File: config.mk
export PLATFORM = sky130hd
export DESIGN_NAME = fdet_field_detect
export DESIGN_NICKNAME = d
export VERILOG_FILES = /design/src/rtl/fdet_pkg.sv /design/src/rtl/fdet_sync_edge.sv /design/src/rtl/fdet_skew_window.sv /design/src/rtl/fdet_vqual.sv /design/src/rtl/fdet_field_detect.sv
export SDC_FILE = /design/constraint.sdc
export NUM_CORES = 1
export LEC_CHECK = 0
export BUFFER_PORTS_ARGS = -buffer_cell sky130_fd_sc_hd__buf_2
export CORE_MARGIN = 2
export CORE_UTILIZATION = 50
export DETAILED_ROUTE_END_ITERATION = 12
export GPL_TIMING_DRIVEN = 0
export PLACE_DENSITY = 0.68
export SLEW_MARGIN = 0
export SYNTH_ARGS = -nofsm -noshare
export SYNTH_HDL_FRONTEND = slang
export SYNTH_SLANG_ARGS = --single-unit
File: constraint.sdc
create_clock -name clk -period 2 [get_ports clk]
set_clock_uncertainty 0.05 [all_clocks]
set_input_delay 0.6 -clock clk [delete_from_list [all_inputs] [get_ports clk]]
set_output_delay 0.6 -clock clk [all_outputs]
set_load 0.02 [all_outputs]
File: src/rtl/fdet_pkg.sv
package fdet_pkg;

    typedef enum logic {
        FIELD_EVEN = 1'b0,
        FIELD_ODD  = 1'b1
    } field_e;

    // Registered view of one active-low sync pin
    typedef struct packed {
        logic fall;   // first cycle of a low level
        logic low;    // registered level is low
    } sync_ev_t;

    function automatic int unsigned cnt_width(input int unsigned max_val);
        return (max_val < 2) ? 1 : $clog2(max_val + 1);
    endfunction

endpackage

File: src/rtl/fdet_sync_edge.sv
module fdet_sync_edge
    import fdet_pkg::*;
#(
    parameter int unsigned STAGES = 2
) (
    input  logic     clk,
    input  logic     rst,
    input  logic     pin_n,
    output sync_ev_t ev
);
    logic [STAGES-1:0] stage_q;
    logic              last_q;

    genvar g;
    generate
        for (g = 0; g < STAGES; g++) begin : g_stage
            if (g == 0) begin : g_first
                always_ff @(posedge clk) begin
                    if (rst) stage_q[0] <= 1'b1;
                    else     stage_q[0] <= pin_n;
                end
            end else begin : g_next
                always_ff @(posedge clk) begin
                    if (rst) stage_q[g] <= 1'b1;
                    else     stage_q[g] <= stage_q[g-1];
                end
            end
        end
    endgenerate

    always_ff @(posedge clk) begin
        if (rst) last_q <= 1'b1;
        else     last_q <= stage_q[STAGES-1];
    end

    always_comb begin
        ev.low  = ~stage_q[STAGES-1];
        ev.fall = last_q & ~stage_q[STAGES-1];
    end
endmodule

File: src/rtl/fdet_skew_window.sv
module fdet_skew_window
    import fdet_pkg::*;
#(
    parameter int unsigned LEAD_MAX = 2
) (
    input  logic     clk,
    input  logic     rst,
    input  sync_ev_t h_ev,
    input  sync_ev_t v_ev,
    output field_e   parity
);
    localparam int unsigned CW = cnt_width(LEAD_MAX);
    localparam logic [CW-1:0] LAST = CW'(LEAD_MAX);

    logic          armed_q;
    logic [CW-1:0] dist_q;
    field_e        parity_q;

    always_ff @(posedge clk) begin
        if (rst) begin
            armed_q  <= 1'b0;
            dist_q   <= '0;
            parity_q <= FIELD_EVEN;
        end else if (v_ev.fall) begin
            dist_q   <= CW'(1);
            armed_q  <= !h_ev.fall && (LEAD_MAX > 0);
            parity_q <= h_ev.fall ? FIELD_ODD : FIELD_EVEN;
        end else if (armed_q) begin
            if (h_ev.fall) begin
                parity_q <= FIELD_ODD;
                armed_q  <= 1'b0;
            end else if (dist_q == LAST) begin
                armed_q  <= 1'b0;
            end else begin
                dist_q   <= dist_q + CW'(1);
            end
        end
    end

    assign parity = parity_q;
endmodule

File: src/rtl/fdet_vqual.sv
module fdet_vqual
    import fdet_pkg::*;
#(
    parameter int unsigned MIN_LOW = 128
) (
    input  logic     clk,
    input  logic     rst,
    input  sync_ev_t v_ev,
    output logic     qualified
);
    localparam int unsigned CW = cnt_width(MIN_LOW);
    localparam logic [CW-1:0] TOP  = CW'(MIN_LOW);
    localparam logic [CW-1:0] LAST = CW'(MIN_LOW - 1);

    logic [CW-1:0] run_q;

    always_ff @(posedge clk) begin
        if (rst || !v_ev.low) run_q <= '0;
        else if (run_q != TOP) run_q <= run_q + CW'(1);
    end

    assign qualified = v_ev.low && (run_q == LAST);
endmodule

File: src/rtl/fdet_field_detect.sv
module fdet_field_detect
    import fdet_pkg::*;
#(
    parameter int unsigned VS_MIN_LOW   = 128,
    parameter int unsigned ODD_LEAD_MAX = 2,
    parameter int unsigned SYNC_STAGES  = 2
) (
    input  logic clk,
    input  logic rst,
    input  logic hsync_n,
    input  logic vsync_n,
    output logic field_odd,
    output logic field_start
);
    sync_ev_t h_ev;
    sync_ev_t v_ev;
    field_e   pend_parity;
    field_e   field_q;
    logic     qual;
    logic     start_q;

    fdet_sync_edge #(.STAGES(SYNC_STAGES)) u_hsync (
        .clk(clk), .rst(rst), .pin_n(hsync_n), .ev(h_ev)
    );

    fdet_sync_edge #(.STAGES(SYNC_STAGES)) u_vsync (
        .clk(clk), .rst(rst), .pin_n(vsync_n), .ev(v_ev)
    );

    fdet_skew_window #(.LEAD_MAX(ODD_LEAD_MAX)) u_window (
        .clk(clk), .rst(rst), .h_ev(h_ev), .v_ev(v_ev), .parity(pend_parity)
    );

    fdet_vqual #(.MIN_LOW(VS_MIN_LOW)) u_qual (
        .clk(clk), .rst(rst), .v_ev(v_ev), .qualified(qual)
    );

    always_ff @(posedge clk) begin
        if (rst) begin
            field_q <= FIELD_EVEN;
            start_q <= 1'b0;
        end else begin
            start_q <= qual;
            if (qual) field_q <= pend_parity;
        end
    end

    assign field_odd   = (field_q == FIELD_ODD);
    assign field_start = start_q;
endmodule

Yosys cells after proc, flatten, opt, wreduce, memory -nomap -nowiden
Cells that the tools add are included.
- output and inout bits: 2
- bits in read-only memories: 0
- bits of input ports: 4
- flip-flop bits (word level): 20
- logic and storage cells: 47
- memories kept: 0
- latch bits: 0
- memory bits (writable): 0
- order comparisons: 0
- shift operators: 0
- eq/ne operators: 5
- divide/modulo/power cells: 0
- $mul: 0
- bitwise operators: 6
- $add $sub $neg: 2
- muxes and demuxes: 12
- reduce and logical (&&, ||, !) cells: 9
- operator list (cell ; count):
    two-way mux 1 bit ; 12
    adder 8 x 1 -> 8 bit, second input constant ; 1
    == test 8 x 7 -> 1 bit, second input constant ; 1
    != test 8 bit, second input constant ; 1
    AND reduction 3 bit ; 2
    != test 2 x 1 -> 1 bit, second input constant ; 2
    inverter 1 bit ; 4
    nonzero test 2 bit ; 2
    adder 2 x 1 -> 2 bit, second input constant ; 1
    AND 1 bit ; 2
    == test 2 bit, second input constant ; 1
    AND reduction 2 bit ; 1
    OR reduction 2 bit ; 1
    logical AND 1 bit ; 1
    zero test 1 bit ; 1
    logical OR 1 bit ; 1

Longest topological paths before layout
Gate-level depths: netlist of run 1.
- word-level depth: 5
- depth in mapped cells: 5

Cells and area by module
From an unflattened synthesis of run 1, not the netlist that was laid out.
- cells, all modules: 87
- area total of the unflattened synthesis: 840.8 um^2
- by module, submodules not included (module ; cells an instance ; area an instance (um^2) ; times used):
    fdet_vqual ; 48 ; 425.4 ; 1
    fdet_skew_window ; 18 ; 177.7 ; 1
    fdet_sync_edge ; 8 ; 88.8 ; 2
    fdet_field_detect ; 5 ; 60.1 ; 1

Worst setup path after synthesis of run 1
OpenSTA, ideal clock, no wires.
- path kind: register -> register
- start: register u_qual.run_q[0]
- end: register u_qual.run_q[2]
- setup slack: 608 ps
- stages on the path, launching flop included: 6
- data arrival time: 1222 ps
- required time: 1829 ps
- period minus slack after synthesis: 1392 ps
- buffers on the path: 0
- path through: dfxtp_1 > inv_1 > ha_1 > or4b_4 > nor2_2 > nor3_1
- longest elaborated chain between the ends: 1
- ends and longest elaborated chain (item ; RTL line ; RTL):
    from (decl) ; fdet_vqual.sv:15 ; logic [CW-1:0] run_q;
    from (signal assigned) ; fdet_vqual.sv:19 ; else if (run_q != TOP) run_q <= run_q + CW'(1);
    adder 8 x 1 -> 8 bit / != test 8 bit (equally long branches) ; fdet_vqual.sv:19 ;
Parallel ways exist; a longest one is shown, timed or not.
A chain may end at the register's enable or synchronous reset.

Worst setup path after layout of run 1
Same ends and word-level chain as after synthesis.

==> impl_metrics.csv, run 1 <==
group,metric,value,unit
power,leakagePower,0.3227,nW
die,start_util,0.5386,
min_path,hold_class,"reg -> reg",
timing,min_period_over_period,0.7577,
clock_tree,postCtsHoldBufs,0,
grt,antenna_found_initial,0,
route,drtIter0Drc,13,
final_layout,fillCellCount,137,
clock_tree,post-cts-setup-buffers,0,
min_path,whs_path_depth,1,
die,design.portCount,6,
setup_path,path_max_fanout,4,
die,core,1524,um^2
clock_tree,cts_root_buffer,"clkbuf_4",
placed_design,hpwl,932.9,um
clock_tree,cts_sinks,20,
grt,grt_use_total,0.1482,
power,peakVddDrop,0.4197,mV
final_layout,nets,101,
route,vias,590,
job,cap_violations,0,
timing,fin_crit,1.515,ns
yosys,synthCells,84,
placed_design,io_buffers,5,
final_layout,multiInputGateArea,400.4,um^2
die,placementRows,14,
final_layout,syn2layout_area_growth,9.909,%
timing,setup_tns,0,ns
route,dr.pass1.iters,4,
final_layout,final_cell_mix,"dfxtp_1, or2_2, buf_2, o21ai_0, a21oi_1",
timing,max_freq,659.9,MHz
yosys,postSynthNetCount,91,
yosys,synth-seq-cells,20,
setup_path,r2r_cells,5,
route,drc,0,
route,via_per_inst,5.413,
grt,grt_max_degree,12,
grt,grt_overflow,0,
route,drtAntennaViolNets,0,
timing,tightest_slew,0.3589,ns
yosys,syn_area_per_cell,9.771,um^2
yosys,ys_seq_area_frac,0.4878,
timing,slew_viol_final,0,
yosys,synth.distinct_cells,31,
final_layout,diodes,0,
clock_tree,clockBufferDepth,2,
clock_tree,cts_tree,"yes",
grt,grt_pass1_wl,2145,um
timing,grt_setup_unrepaired,"false",
final_layout,fin_util,0.5920,
setup_path,worstSetupStartpointType,"register",
status,status,"finished clean",
final_layout,final_common_cell,"dfxtp_1",
clock_tree,htreeDepth,1,
clock_tree,insertion_delay,0.30,ns
setup_path,critPathKind,"reg -> reg",
route,routed_wl,1267,um
timing,final_hold_viol_count,0,
final_layout,ff_latch_area,400.4,um^2
setup_path,critPathRequiredTime,2.14,ns
yosys,synth_area,820.8,um^2
grt,grt_pass1_vias,520,
setup_path,crit_path_end_kind,"register",
timing,setup_viol,0,
setup_path,arrival,1.66,ns
yosys,ys_warn_count,0,
route,wl_per_cell,11.62,um
placed_design,place_congestion,0.7775,
clock_tree,ctsResizeCount,0,
final_layout,drive_gt1_frac,0.2366,
die,die_area,1982,um^2
clock_tree,cts_made_buffers,3,
die,chipHeight,44.52,um
clock_tree,path_clk_slew,0.11,ns
power,power.density,743.3,nW/um^2
timing,slew-limit-headroom,0.7574,
die,die_w,44.52,um
[critical path, stage by stage (launching register included)]
cell	delay (ns)
dfxtp_1	0.36
inv_1	0.09
ha_1	0.15
or4b_4	0.49
nor2_2	0.20
nor3_1	0.07
[state kept, by name, summed over array words and instances (netlist names)]
name and cells:
u_vsync.last_q 1, u_hsync.stage_q 2, u_qual.run_q 8, u_vsync.stage_q 2, u_window.dist_q 2, u_window.parity 1
u_window.armed_q 1, u_hsync.last_q 1, field_start 1, field_odd 1
[power breakdown]
group	total, mW	internal, mW	switching (mW)
sequential	0.411	0.407	0.00429
clock	0.233	0.111	0.123
combinational	0.0258	0.0129	0.0129
[through the flow]
stage / hold WS [ns] / power [mW] / cell area (um^2) / instances / worst slack [ns]
2_1_floorplan: 0.3395 / 0.4387 / 820.8 / 84 / 0.6075
5_1_grt: 0.3908 / 0.6986 / 902.1 / 109 / 0.4037
3_5_place_dp: 0.3494 / 0.4465 / 865.8 / 105 / 0.4525
6_report: 0.3736 / 0.6705 / 902.1 / 109 / 0.4845
4_1_cts: 0.3771 / 0.6768 / 902.1 / 109 / 0.4834
3_3_place_gp: 0.3415 / 0.4457 / 865.8 / 105 / 0.4552
[Yosys cell counts]
| master | n | area [um^2] |
|---|---|---|
| ha_1 | 3 | 37.54 |
| or3b_2 | 1 | 8.760 |
| mux2i_1 | 2 | 20.02 |
| nor4_1 | 2 | 12.51 |
| nand3_1 | 4 | 20.02 |
| nand2_1 | 1 | 3.750 |
| nor3_1 | 4 | 20.02 |
| or2_2 | 6 | 37.54 |
| a21oi_1 | 5 | 25.02 |
| a31oi_1 | 1 | 6.260 |
| nor2_2 | 1 | 6.260 |
| inv_1 | 3 | 11.26 |
| nand2_2 | 1 | 6.260 |
| or3_1 | 4 | 25.02 |
| or4b_4 | 1 | 13.76 |
| a211oi_1 | 2 | 15.01 |
| xor2_1 | 2 | 17.52 |
| nand2b_1 | 4 | 25.02 |
| o21ai_1 | 1 | 5.000 |
| o21ai_0 | 5 | 25.02 |
| nor4b_1 | 1 | 8.760 |
| nand4_1 | 1 | 6.260 |
| nor2b_1 | 2 | 12.51 |
| clkbuf_1 | 1 | 3.750 |
| dfxtp_1 | 20 | 400.4 |
| a211oi_2 | 1 | 12.51 |
| xnor2_1 | 1 | 8.760 |
| nor2_1 | 1 | 3.750 |
| nor3_2 | 1 | 10.01 |
| nor3b_1 | 1 | 7.510 |
| buf_2 | 1 | 5.000 |
[final timing paths]
| path | startpoint | endpoint | slack (ns) |
|---|---|---|---|
| setup / recovery | u_qual.run_q[0]$_SDFFE_PP0P_ | u_qual.run_q[2]$_SDFFE_PP0P_ | 0.48 |
| hold / removal | u_hsync.stage_q[0]$_SDFF_PP1_ | u_hsync.stage_q[1]$_SDFF_PP1_ | 0.37 |
| setup reg to reg | u_qual.run_q[0]$_SDFFE_PP0P_ | u_qual.run_q[2]$_SDFFE_PP0P_ | 0.48 |
| hold reg to reg | u_hsync.stage_q[0]$_SDFF_PP1_ | u_hsync.stage_q[1]$_SDFF_PP1_ | 0.37 |
[final cells by class]
type                       count  area share
clock buffer                   4     0.04022
tap                           16     0.02219
inverter                       3     0.01248
multi-input combinational     59      0.4438
buffer                         2    0.009709
timing repair buffer           5     0.02774
sequential                    20      0.4438
[layer usage]
layer	vias up	share of wire	GRT usage
met5	-	0	0
li1	315	-	-
met3	2	0.032	0.02449
met1	265	0.54	0.1995
met2	8	0.42	0.2290
met4	0	0.0079	0.07273
[logic make-up (layout without fill, tap and decap cells)]
group,Yosys count,in the layout,synth area share
AOI/OAI and AO/OA,15,15,0.1082
xor gates and xnor gates,3,3,0.03202
adders and majority gates,3,3,0.04574
buffers and inverters,5,14,0.02438
DFF,20,20,0.4878
muxes,2,2,0.02439
and+or+nand+nor,36,36,0.2774
Power figures use the tool's default switching activity.
==> run 2, diff against run 1 <==
--- a/config.mk
+++ b/config.mk
@@ -5,12 +5,13 @@
 export SDC_FILE = /design/constraint.sdc
 export NUM_CORES = 1
 export LEC_CHECK = 0
+export ABC_AREA = 1
 export BUFFER_PORTS_ARGS = -buffer_cell sky130_fd_sc_hd__buf_2
 export CORE_MARGIN = 2
 export CORE_UTILIZATION = 50
 export DETAILED_ROUTE_END_ITERATION = 12
 export GPL_TIMING_DRIVEN = 0
-export PLACE_DENSITY = 0.68
+export PLACE_DENSITY = 0.71
 export SLEW_MARGIN = 0
 export SYNTH_ARGS = -nofsm -noshare
 export SYNTH_HDL_FRONTEND = slang
==> constraint.sdc (replaced) <==
create_clock -name clk -period 1.3 [get_ports clk]
set_clock_uncertainty 0.05 [all_clocks]
set_input_delay 0.39 -clock clk [delete_from_list [all_inputs] [get_ports clk]]
set_output_delay 0.39 -clock clk [all_outputs]
set_load 0.02 [all_outputs]
==> impl_metrics.csv, run 2 <==
group,metric,value,unit
final_layout,final_area,962.2,um^2
placed_design,dp_cells,128,
yosys,synthCells,108,
status,status,"finished clean",
timing,timing.final.ws_setup,0.06405,ns
final_layout,drive_gt1_frac,0.2069,
timing,min_period_over_period,0.9507,
yosys,synthMuxAreaShare,0,
timing,setup_tns,0,ns
yosys,synth_fa_ha_area_frac,0.04380,
final_layout,largest-register,"u_qual.run_q",
final_layout,diodes,0,
yosys,ys.flop_type,"dfxtp_1",
placed_design,placed_area,897.1,um^2
timing,slew-limit-headroom,0.8408,
yosys,synth.distinct_cells,23,
setup_path,critPathRequiredTime,0.86,ns
yosys,synth_top_family_by_area,"simple AND/OR/NAND/NOR gates",
yosys,synth_async_sr_flop_share,0,
route,drtIter0Drc,3,
die,die_area,2061,um^2
clock_tree,cts_made_buffers,3,
clock_tree,clockBufferDepth,2,
route,drc,0,
yosys,syn_area_per_cell,7.936,um^2
yosys,synthTopCellsByArea,"dfxtp_1, nand2_1, nor2_1, ha_1, inv_1",
power,p_total,1.202,mW
placed_design,post-place-ws,0.08048,ns
timing,timing.hold.ws,0.1923,ns
timing,max_freq,809.1,MHz
timing,final_hold_viol_count,0,
timing,slew_viol_final,0,
route,routed_wl,1340,um
setup_path,critPathKind,"reg -> out",
grt,grt_overflow,0,
die,chipHeight,45.40,um
min_path,hold_class,"in -> reg",
clock_tree,cts_tree,"yes",
timing,setup_viol,0,
die,placementRows,14,
power,peakVddDrop,0.8572,mV
yosys,synth-simple-area-share,0.3270,
final_layout,final_cell_mix,"nand2_1, dfxtp_1, nor2_1, inv_1",
grt,grt_max_degree,13,
final_layout,nets,124,
grt,grt_pass1_wl,2359,um
clock_tree,path_clk_slew,0.12,ns
yosys,synth_top_cell_by_area,"dfxtp_1",
final_layout,largest_reg_flops,8,
placed_design,io_buffers,4,
clock_tree,insertion_delay,0.31,ns
timing,tightest_slew,0.2385,ns
timing,fin_crit,1.236,ns
route,via_per_inst,5.152,
final_layout,fin_util,0.6172,
yosys,synth_edf_count,0,
yosys,ys_seq_area_frac,0.4672,
yosys,ys_warn_count,0,
timing,grt_setup_unrepaired,"false",
route,vias,680,
setup_path,worstSetupStartpointType,"register",
setup_path,cp_num_buf_inv,1,
grt,grt_use_total,0.1649,
setup_path,arrival,0.80,ns
yosys,synth.top_cells.by_count,"nand2_1, dfxtp_1, nor2_1",
final_layout,final_common_cell,"nand2_1",
placed_design,hpwl,983.9,um
clock_tree,cts_root_buffer,"clkbuf_4",
clock_tree,htreeDepth,1,
setup_path,crit_family,"flip-flops",
die,start_util,0.5498,
job,cap_violations,0,
yosys,synth_top_area_share,0.4672,
yosys,yosysMostFrequentCell,"nand2_1",
setup_path,cp_cell_sequence,"buf_4",
die,core,1559,um^2
grt,antenna_found_initial,0,
yosys,synth_compound_area_frac,0.07445,
setup_path,crit_path_max_incr_delay,0.35,ns
clock_tree,cts_sinks,20,
final_layout,fin_cells,132,
yosys,synth_xor_area_frac,0.02044,
final_layout,fillCellCount,145,
clock_tree,postCtsHoldBufs,0,
power,power.density,1249,nW/um^2
yosys,synth-seq-cells,20,
setup_path,path_max_fanout,2,
die,design.portCount,6,
setup_path,critPathSlowestCell,"dfxtp_1",
setup_path,crit_path_end_kind,"output pin",
route,dr.pass1.iters,4,
power,leakagePower,0.3853,nW
final_layout,syn2layout_area_growth,12.26,%
placed_design,place_congestion,0.7498,
route,drtAntennaViolNets,0,
grt,grt_pass1_vias,575,
yosys,postSynthNetCount,115,
yosys,synth_area,857.1,um^2
die,die_w,45.40,um
route,wl_per_cell,10.15,um
-- run 2: cell types whose count changed after synthesis, moves of 3 or more --
cell / change
nor2_1: +13
inv_2: +4
inv_1: +7
or2_1: +4
nor3_1: -3
o21ai_0: -5
or3_1: -4
nand2b_1: -4
nand2_1: +21
or2_2: -6
-- run 2: report_power, final --
group          internal (mW)  total (mW)  switching [mW]  leakage (nW)
clock network          0.312       0.521           0.209        0.0279
logic                 0.0185      0.0491          0.0306         0.195
registers              0.626       0.632         0.00562         0.163
-- run 2: logic make-up (layout without fill, tap and decap cells) --
logic type | after synthesis | after routing
AND/OR/NAND/NOR | 57 | 57
adder cells (fa/ha/maj) | 3 | 3
buffers and inverters | 15 | 23
AO/OA/AOI/OAI | 11 | 11
flip-flops | 20 | 20
XOR/XNOR | 2 | 2
-- run 2: worst paths after layout --
| path | from | to | slack (ns) | cells after the start |
|---|---|---|---|---|
| worst max-delay path | field_odd$_SDFFE_PP0P_ | field_odd | 0.06 | 1 |
| worst min-delay path | vsync_n | u_vsync.stage_q[0]$_SDFF_PP1_ | 0.19 | 2 |
| worst max register to register | u_qual.run_q[1]$_SDFFE_PP0P_ | field_odd$_SDFFE_PP0P_ | 0.12 | 6 |
| worst min register to register | u_vsync.stage_q[0]$_SDFF_PP1_ | u_vsync.stage_q[1]$_SDFF_PP1_ | 0.37 | 1 |
-- run 2: area by class of cell --
type	instances	area, um^2	area share
Multi-Input combinational cell	73	409.1	0.4252
Sequential cell	20	400.4	0.4161
Inverter	14	52.55	0.05462
Clock inverter	1	30.03	0.03121
Clock buffer	3	22.52	0.02341
Timing Repair Buffer	4	22.52	0.02341
Tap cell	16	20.02	0.02081
Buffer	1	5.005	0.005202
-- run 2: routing by layer --
layer / share of wire / GRT usage / vias to the layer above
li1: - / - / 356
met1: 0.52 / 0.2162 / 302
met2: 0.41 / 0.2254 / 18
met3: 0.041 / 0.04762 / 4
met4: 0.031 / 0.1235 / 0
met5: 0 / 0 / -
-- run 2: repair_timing --
| item | in CTS | in global routing |
|---|---|---|
| resized for setup | 0 | 5 |
| buffers inserted | 0 | 0 |
| setup endpoints to repair | 0 | 4 |
